`config.mk`:
```
export PLATFORM = sky130hd
export DESIGN_NAME = pc_load_unit
export DESIGN_NICKNAME = d
export VERILOG_FILES = /design/src/rtl/pc_load_pkg.sv /design/src/rtl/pc_src_arbiter.sv /design/src/rtl/pc_next_mux.sv /design/src/rtl/pc_load_unit.sv
export SDC_FILE = /design/constraint.sdc
export NUM_CORES = 1
export LEC_CHECK = 0
export CORE_MARGIN = 2
export CORE_UTILIZATION = 30
export DETAILED_ROUTE_END_ITERATION = 6
export DONT_BUFFER_PORTS = 1
export GPL_TIMING_DRIVEN = 0
export REMOVE_ABC_BUFFERS = 1
export SYNTH_ARGS = -nofsm -noshare
export SYNTH_HDL_FRONTEND = slang
export SYNTH_SLANG_ARGS = --single-unit
```
`constraint.sdc`:
```
create_clock -name clk -period 1.6 [get_ports clk]
set_input_delay 0 -clock clk [delete_from_list [all_inputs] [get_ports clk]]
set_output_delay 0 -clock clk [all_outputs]
set_load 0.02 [all_outputs]
```
`src/rtl/pc_load_pkg.sv`:
```
package pc_load_pkg;

  typedef enum logic [2:0] {
    SRC_HOLD = 3'd0,
    SRC_INC  = 3'd1,
    SRC_LOWR = 3'd2,
    SRC_JUMP = 3'd3,
    SRC_RET  = 3'd4
  } pc_src_e;

endpackage

```
`src/rtl/pc_src_arbiter.sv`:
```
module pc_src_arbiter
  import pc_load_pkg::*;
(
  input  logic    inc_en,
  input  logic    lo_wr_en,
  input  logic    jmp_en,
  input  logic    ret_en,
  output pc_src_e src
);

  // Fixed priority: return > jump/call > low-byte write > increment
  always_comb begin
    if (ret_en)        src = SRC_RET;
    else if (jmp_en)   src = SRC_JUMP;
    else if (lo_wr_en) src = SRC_LOWR;
    else if (inc_en)   src = SRC_INC;
    else               src = SRC_HOLD;
  end

endmodule

```
`src/rtl/pc_next_mux.sv`:
```
module pc_next_mux
  import pc_load_pkg::*;
#(
  parameter int PC_W    = 13,
  parameter int LO_W    = 8,
  parameter int LIT_W   = 11,
  parameter int LATCH_W = 8
) (
  input  pc_src_e             src,
  input  logic [PC_W-1:0]     pc_cur,
  input  logic [LO_W-1:0]     lo_data,
  input  logic [LIT_W-1:0]    lit,
  input  logic [PC_W-1:0]     ret_pc,
  input  logic [LATCH_W-1:0]  latch,
  output logic [PC_W-1:0]     pc_nxt
);

  localparam int HI_W  = PC_W - LO_W;   // high bits filled on a low-byte write
  localparam int JHI_W = PC_W - LIT_W;  // high bits filled on a jump/call

  logic [PC_W-1:0] seq_val;
  logic [PC_W-1:0] lowr_val;
  logic [PC_W-1:0] jump_val;

  assign seq_val  = pc_cur + PC_W'(1);
  assign lowr_val = {latch[HI_W-1:0], lo_data};
  assign jump_val = {latch[HI_W-1 -: JHI_W], lit};

  always_comb begin
    unique case (src)
      SRC_INC:  pc_nxt = seq_val;
      SRC_LOWR: pc_nxt = lowr_val;
      SRC_JUMP: pc_nxt = jump_val;
      SRC_RET:  pc_nxt = ret_pc;
      default:  pc_nxt = pc_cur;
    endcase
  end

endmodule

```
`src/rtl/pc_load_unit.sv`:
```
module pc_load_unit
  import pc_load_pkg::*;
#(
  parameter int PC_W    = 13,
  parameter int LO_W    = 8,
  parameter int LIT_W   = 11,
  parameter int LATCH_W = 8
) (
  input  logic               clk,
  input  logic               rst,
  input  logic               inc_en,
  input  logic               lo_wr_en,
  input  logic [LO_W-1:0]    lo_wr_data,
  input  logic               jmp_en,
  input  logic [LIT_W-1:0]   jmp_lit,
  input  logic               ret_en,
  input  logic [PC_W-1:0]    ret_pc,
  input  logic [LATCH_W-1:0] latch_q,
  output logic [PC_W-1:0]    pc_q,
  output logic [LO_W-1:0]    pcl_q
);

  pc_src_e         src;
  logic [PC_W-1:0] pc_nxt;

  pc_src_arbiter arb_i (
    .inc_en   (inc_en),
    .lo_wr_en (lo_wr_en),
    .jmp_en   (jmp_en),
    .ret_en   (ret_en),
    .src      (src)
  );

  pc_next_mux #(
    .PC_W    (PC_W),
    .LO_W    (LO_W),
    .LIT_W   (LIT_W),
    .LATCH_W (LATCH_W)
  ) mux_i (
    .src     (src),
    .pc_cur  (pc_q),
    .lo_data (lo_wr_data),
    .lit     (jmp_lit),
    .ret_pc  (ret_pc),
    .latch   (latch_q),
    .pc_nxt  (pc_nxt)
  );

  always_ff @(posedge clk) begin
    if (rst) pc_q <= '0;
    else     pc_q <= pc_nxt;
  end

  assign pcl_q = pc_q[LO_W-1:0];

endmodule

```
## Word-level counts from Yosys, hierarchy flattened

Cells that the tools add are included.
Widths: inputs -> output; s select.

| word-level totals | value |
|---|---|
| register bits | 13 |
| latch bits | 0 |
| RAM bits | 0 |
| bits in read-only memories | 0 |
| input bits | 46 |
| output and inout bits | 21 |
| word-level logic and storage cells | 12 |
| memories kept | 0 |

| cells by class | value |
|---|---|
| add/sub/neg operators | 1 |
| multiply operators | 0 |
| div/mod/pow operators | 0 |
| $lt $le $gt $ge | 0 |
| equality and inequality tests | 4 |
| shifts and indexed selects | 0 |
| mux-type cells | 5 |
| bitwise gates (word level) | 0 |
| reduce and logical (&&, ||, !) cells | 1 |

Operator list:

| kind | count |
|---|---|
| $pmux 13 s4 | 1 |
| $add 13x1->13 const B | 1 |
| $mux 3 | 3 |
| $eq 3x2->1 const B | 2 |
| $reduce_bool 4->1 | 1 |
| $eq 3x1->1 const B | 1 |
| $eq 3x3->1 const B | 1 |
| $mux 1 | 1 |

## Logic depth before layout (Yosys ltp)

| depth | value |
|---|---|
| word-level depth | 6 |
| mapped depth | 6 |
| gate-level depth less buffers | 5 |

## Modules after synthesis

Synthesis repeated with hierarchy kept, for this count alone.

| second synthesis, totals | value |
|---|---|
| cells, all modules | 171 |
| area, all modules | 1330.0 sq um |

Modules (own cells, without submodules):

| module | times used | cells an instance | area an instance (sq um) | sequential area each (sq um) |
|---|---|---|---|---|
| pc_next_mux | 1 | 130 | 840.8 | 0.0 |
| pc_load_unit | 1 | 35 | 455.4 | 260.2 |
| pc_src_arbiter | 1 | 6 | 33.8 | 0.0 |

## Worst setup path before layout

OpenSTA, ideal clock, no wires.

| timing | value |
|---|---|
| path kind | register -> register |
| from | register pc_q[0] |
| to | register pc_q[10] |
| library setup time | 0.095 ns |
| arrival | 1.532 ns |
| data required time | 1.505 ns |
| slack | -0.027 ns |
| stages on the path, launching flop included | 6 |
| buffers on the path | 0 |
| period minus slack after synthesis | 1.627 ns |
| path through | dfxtp_1 -> ha_1 -> nand4_2 -> nor3_2 -> xnor2_1 -> a221oi_1 |

| between the ends | value |
|---|---|
| longest elaborated chain between the ends | 2 |

Ends and longest elaborated chain:

| item | RTL line | text |
|---|---|---|
| start, declared | pc_load_unit.sv:19 | `output logic [PC_W-1:0] pc_q,` |
| start signal, assigned | pc_load_unit.sv:51 | `else pc_q <= pc_nxt;` |
| $add 13x1->13 | pc_next_mux.sv:25 | `assign seq_val = pc_cur + PC_W'(1);` |
| $pmux 13 s4 | pc_next_mux.sv:30 | `unique case (src)` |

No other way between the ends.
A chain may end at the register's enable or synchronous reset.

## Worst setup path in the final report

| timing | value |
|---|---|
| from | register pc_q[0] |
| to | register pc_q[11] |

Same word-level chain as after synthesis.

==> key figures <==
Run status
  – Status: finished, violations left
  – Failing checks: hold timing

Pwr
  – VDD IR max: between 0.0002 and 0.0003 V
  – Pwr/cell area: just under 700 mW/mm²
  – Leak pwr: about 0.42 nW

Final layout
  – ANT cells: 0
  – Most frequent cells in the layout: nand2_1 (16), o21ai_0 (8), dfxtp_4 (8), inv_1 (7), dlygate4sd3_1 (7)
  – Fin nets: between 150 and 200
  – Number of flip-flops in the largest register: 13
  – Most common cell after layout, fill and taps aside: nand2_1
  – Biggest register: pc_q
  – Layout cells sized above 1: a little over a fifth
  – Final instance area: ~0.0012 mm²
  – Non-filler instance count after layout: approximately 180
  – Top Registers: pc_q x13
  – Area grow syn2layout: 16.01%
  – Fin util: between 30 and 40%

Yosys
  – Cells after Synth: around 140
  – Asr flop ratio synth: 0%
  – Post-synthesis sequential area ratio: between 20 and 25%
  – Ys Warns: 0
  – Main flop type after synthesis: dfxtp_1
  – Synth top area share: between 20 and 25%
  – EDFF count, synth: 0
  – Yosys cell types: between 40 and 50
  – Top cell type by total area after synthesis: dfxtp_1
  – Post-Syn Area: about 0.0010 mm²
  – Synth top area cells: dfxtp_1 (25%), buf_4 (5.7%), nand2_1 (5.7%), o21ai_0 (4.3%), o211a_1 (3.8%)
  – Average size of a mapped cell: 7.644 µm²
  – Synth Register Bits: 13

Run
  – MaxCap Viol Count: 0

STA
  – RSZ-0062 raised after global routing: false
  – Fmax: about 0.65 GHz
  – Headroom to the max-slew limit: a little under three fifths
  – Worst-Margin Slew: 0.6680 ns
  – Final setup margin: 0.05309 ns
  – WHS: -0.2248 ns
  – Final setup violation count: 0
  – Tmin final: 1.547 ns
  – Worst Clk Skew: roughly 0.0065 ns
  – Final slew viol count: 0
  – Setup tns final: 0 ns
  – Final Cycle Share: a little over nine tenths
  – Fin. Hold Viols: 9

Global routing
  – Total gr overflow: 0
  – Largest net degree at the start of global routing: 17
  – Vias in the first global route: 1,036
  – First-pass GRT wire length: slightly above 5000 µm
  – Total Routing Usage GR: 16.09%
  – Initial antenna violation count: 0

Critical path
  – Crit path kind: flip-flop to flip-flop
  – R2R Path End: pc_q[11]$_SDFFE_PP0P_
  – Critical Path RT: between 1.5 and 2 ns
  – Worst R2R Start: pc_q[0]$_SDFFE_PP0P_
  – CP max FO: 6
  – Startpoint type of the worst setup path: flip-flop
  – Setup crit end: pc_q[11]$_SDFFE_PP0P_
  – Reg2Reg Setup Slack: 0.05 ns
  – CP startpoint: pc_q[0]$_SDFFE_PP0P_
  – Crit path DAT: ~1.7 ns
  – R2R depth: 4
  – Crit. End Element: flip-flop

Place
  – Placer congestion estimate: just under 0.8
  – Buffers on Ports: 0
  – DP HPWL: between 2000 and 2500 µm
  – Placement Setup Slack: -0.3646 ns
  – Placed Cells: approximately 170
  – Placed Area: just over 0.001 mm²

Detailed routing
  – Vias per inst: 5.803
  – Routed WL: 3297 µm
  – Post-DRT Antenna Nets: 0
  – Drt drc: 0
  – First drt pass iteration count: 4
  – Vias post-DR: approximately 1.1k
  – Detailed Route Iter0 Violations: 34
  – WL/cell: between 15 and 20 µm

Clock network
  – Cts hold-fix bufs: 7
  – Clock root buffer: clkbuf_4
  – Clk slew on worst S/H paths: about 0.09 ns
  – Clk sinks: 13
  – CTS tree: yes
  – Num CTS Buffers: 3
  – Max Root-Sink Buffers: 2
  – Clk_lat worst skew: approximately 0.27 ns
  – Htree depth: 1

Floorplanning
  – Num ports: between 60 and 70
  – Die Y: around 63 µm
  – Initial Util: around a third
  – Core area: between 0.003 and 0.004 mm²
  – Die area: 0.003980 mm²
  – Chip Width: between 60 and 70 µm
  – Rows: 21

Min path
  – Worst Hold Class: input pin to flip-flop
-- cells in the mapped netlist (4+ instances only) --
library cell / instances
buf_4: 8
nor2_1: 5
o21ai_0: 9
nand2_1: 16
o22ai_1: 5
o221ai_1: 4
a21oi_1: 6
nor2b_1: 4
nor3_1: 6
dfxtp_1: 13
o211a_1: 4
inv_1: 7
-- repair_timing --
action | CTS | global route
pin swaps | 0 | 2
endpoints found under the hold margin | 13 | 8
setup endpoints to repair | 11 | 4
gates resized for setup | 13 | 14
cloned | 0 | 0
buffers inserted | 0 | 4
-- per-layer routing --
layer | vias up | routed length, µm | global-route usage, %
li1 | 512 | - | -
met1 | 493 | 1355 | 20.33
met2 | 55 | 1645 | 28.72
met3 | 2 | 283 | 3.036
met4 | 0 | 13 | 2.500
met5 | - | 0 | 0
-- how the worst min path moves through the flow --
stage / startpoint / cells after the start / slack [ns] / end
global placement: rst / 1 / 0.07 / pc_q[2]$_SDFFE_PP0P_
global route: rst / 1 / -0.23 / pc_q[2]$_SDFFE_PP0P_
detailed placement: rst / 1 / 0.07 / pc_q[9]$_SDFFE_PP0P_
floorplan: rst / 1 / 0.07 / pc_q[2]$_SDFFE_PP0P_
CTS: rst / 1 / -0.22 / pc_q[2]$_SDFFE_PP0P_
finish: rst / 1 / -0.22 / pc_q[4]$_SDFFE_PP0P_
-- power breakdown --
group / total (mW) / internal [mW] / leakage [nW] / switching, mW
registers: 0.456 / 0.351 / 0.114 / 0.105
clock network: 0.209 / 0.0964 / 0.0150 / 0.112
logic: 0.164 / 0.0821 / 0.287 / 0.0815
total: 0.828 / 0.529 / 0.416 / 0.299
-- critical path, cell delays in order (launching register included) --
cell and delay (ns):
dfxtp_4 0.49, nand4_4 0.16, or4_4 0.54, a21oi_2 0.17, a211oi_2 0.06
-- through the flow --
stage	power (mW)	hold slack, ns
after floorplan	0.5544	0.06907
after global placement	0.5858	0.07087
after detailed placement	0.5936	0.07415
after CTS	0.8153	-0.2238
after global routing	0.8690	-0.2339
final	0.8285	-0.2248
-- logic make-up (layout without fill, tap and decap cells) --
| logic type | Yosys count | count (layout) | share of synthesized area (%) |
|---|---|---|---|
| flops | 13 | 13 | 24.85 |
| xor+xnor | 5 | 5 | 4.182 |
| compound gates | 49 | 49 | 33.57 |
| buf+inv | 23 | 23 | 11.47 |
| simple gates | 46 | 46 | 24.73 |
| fa+ha+maj | 1 | 1 | 1.195 |
-- cell type report --
cell class	count	area [µm²]
Inverter	8	30.03
Clock buffer	4	26.28
Tap cell	46	57.56
Sequential cell	13	294.0
Timing Repair Buffer	11	105.1
Multi-Input combinational cell	101	701.9
Fill cell	361	2122
Note: power is estimated with default switching activity, not from simulation.
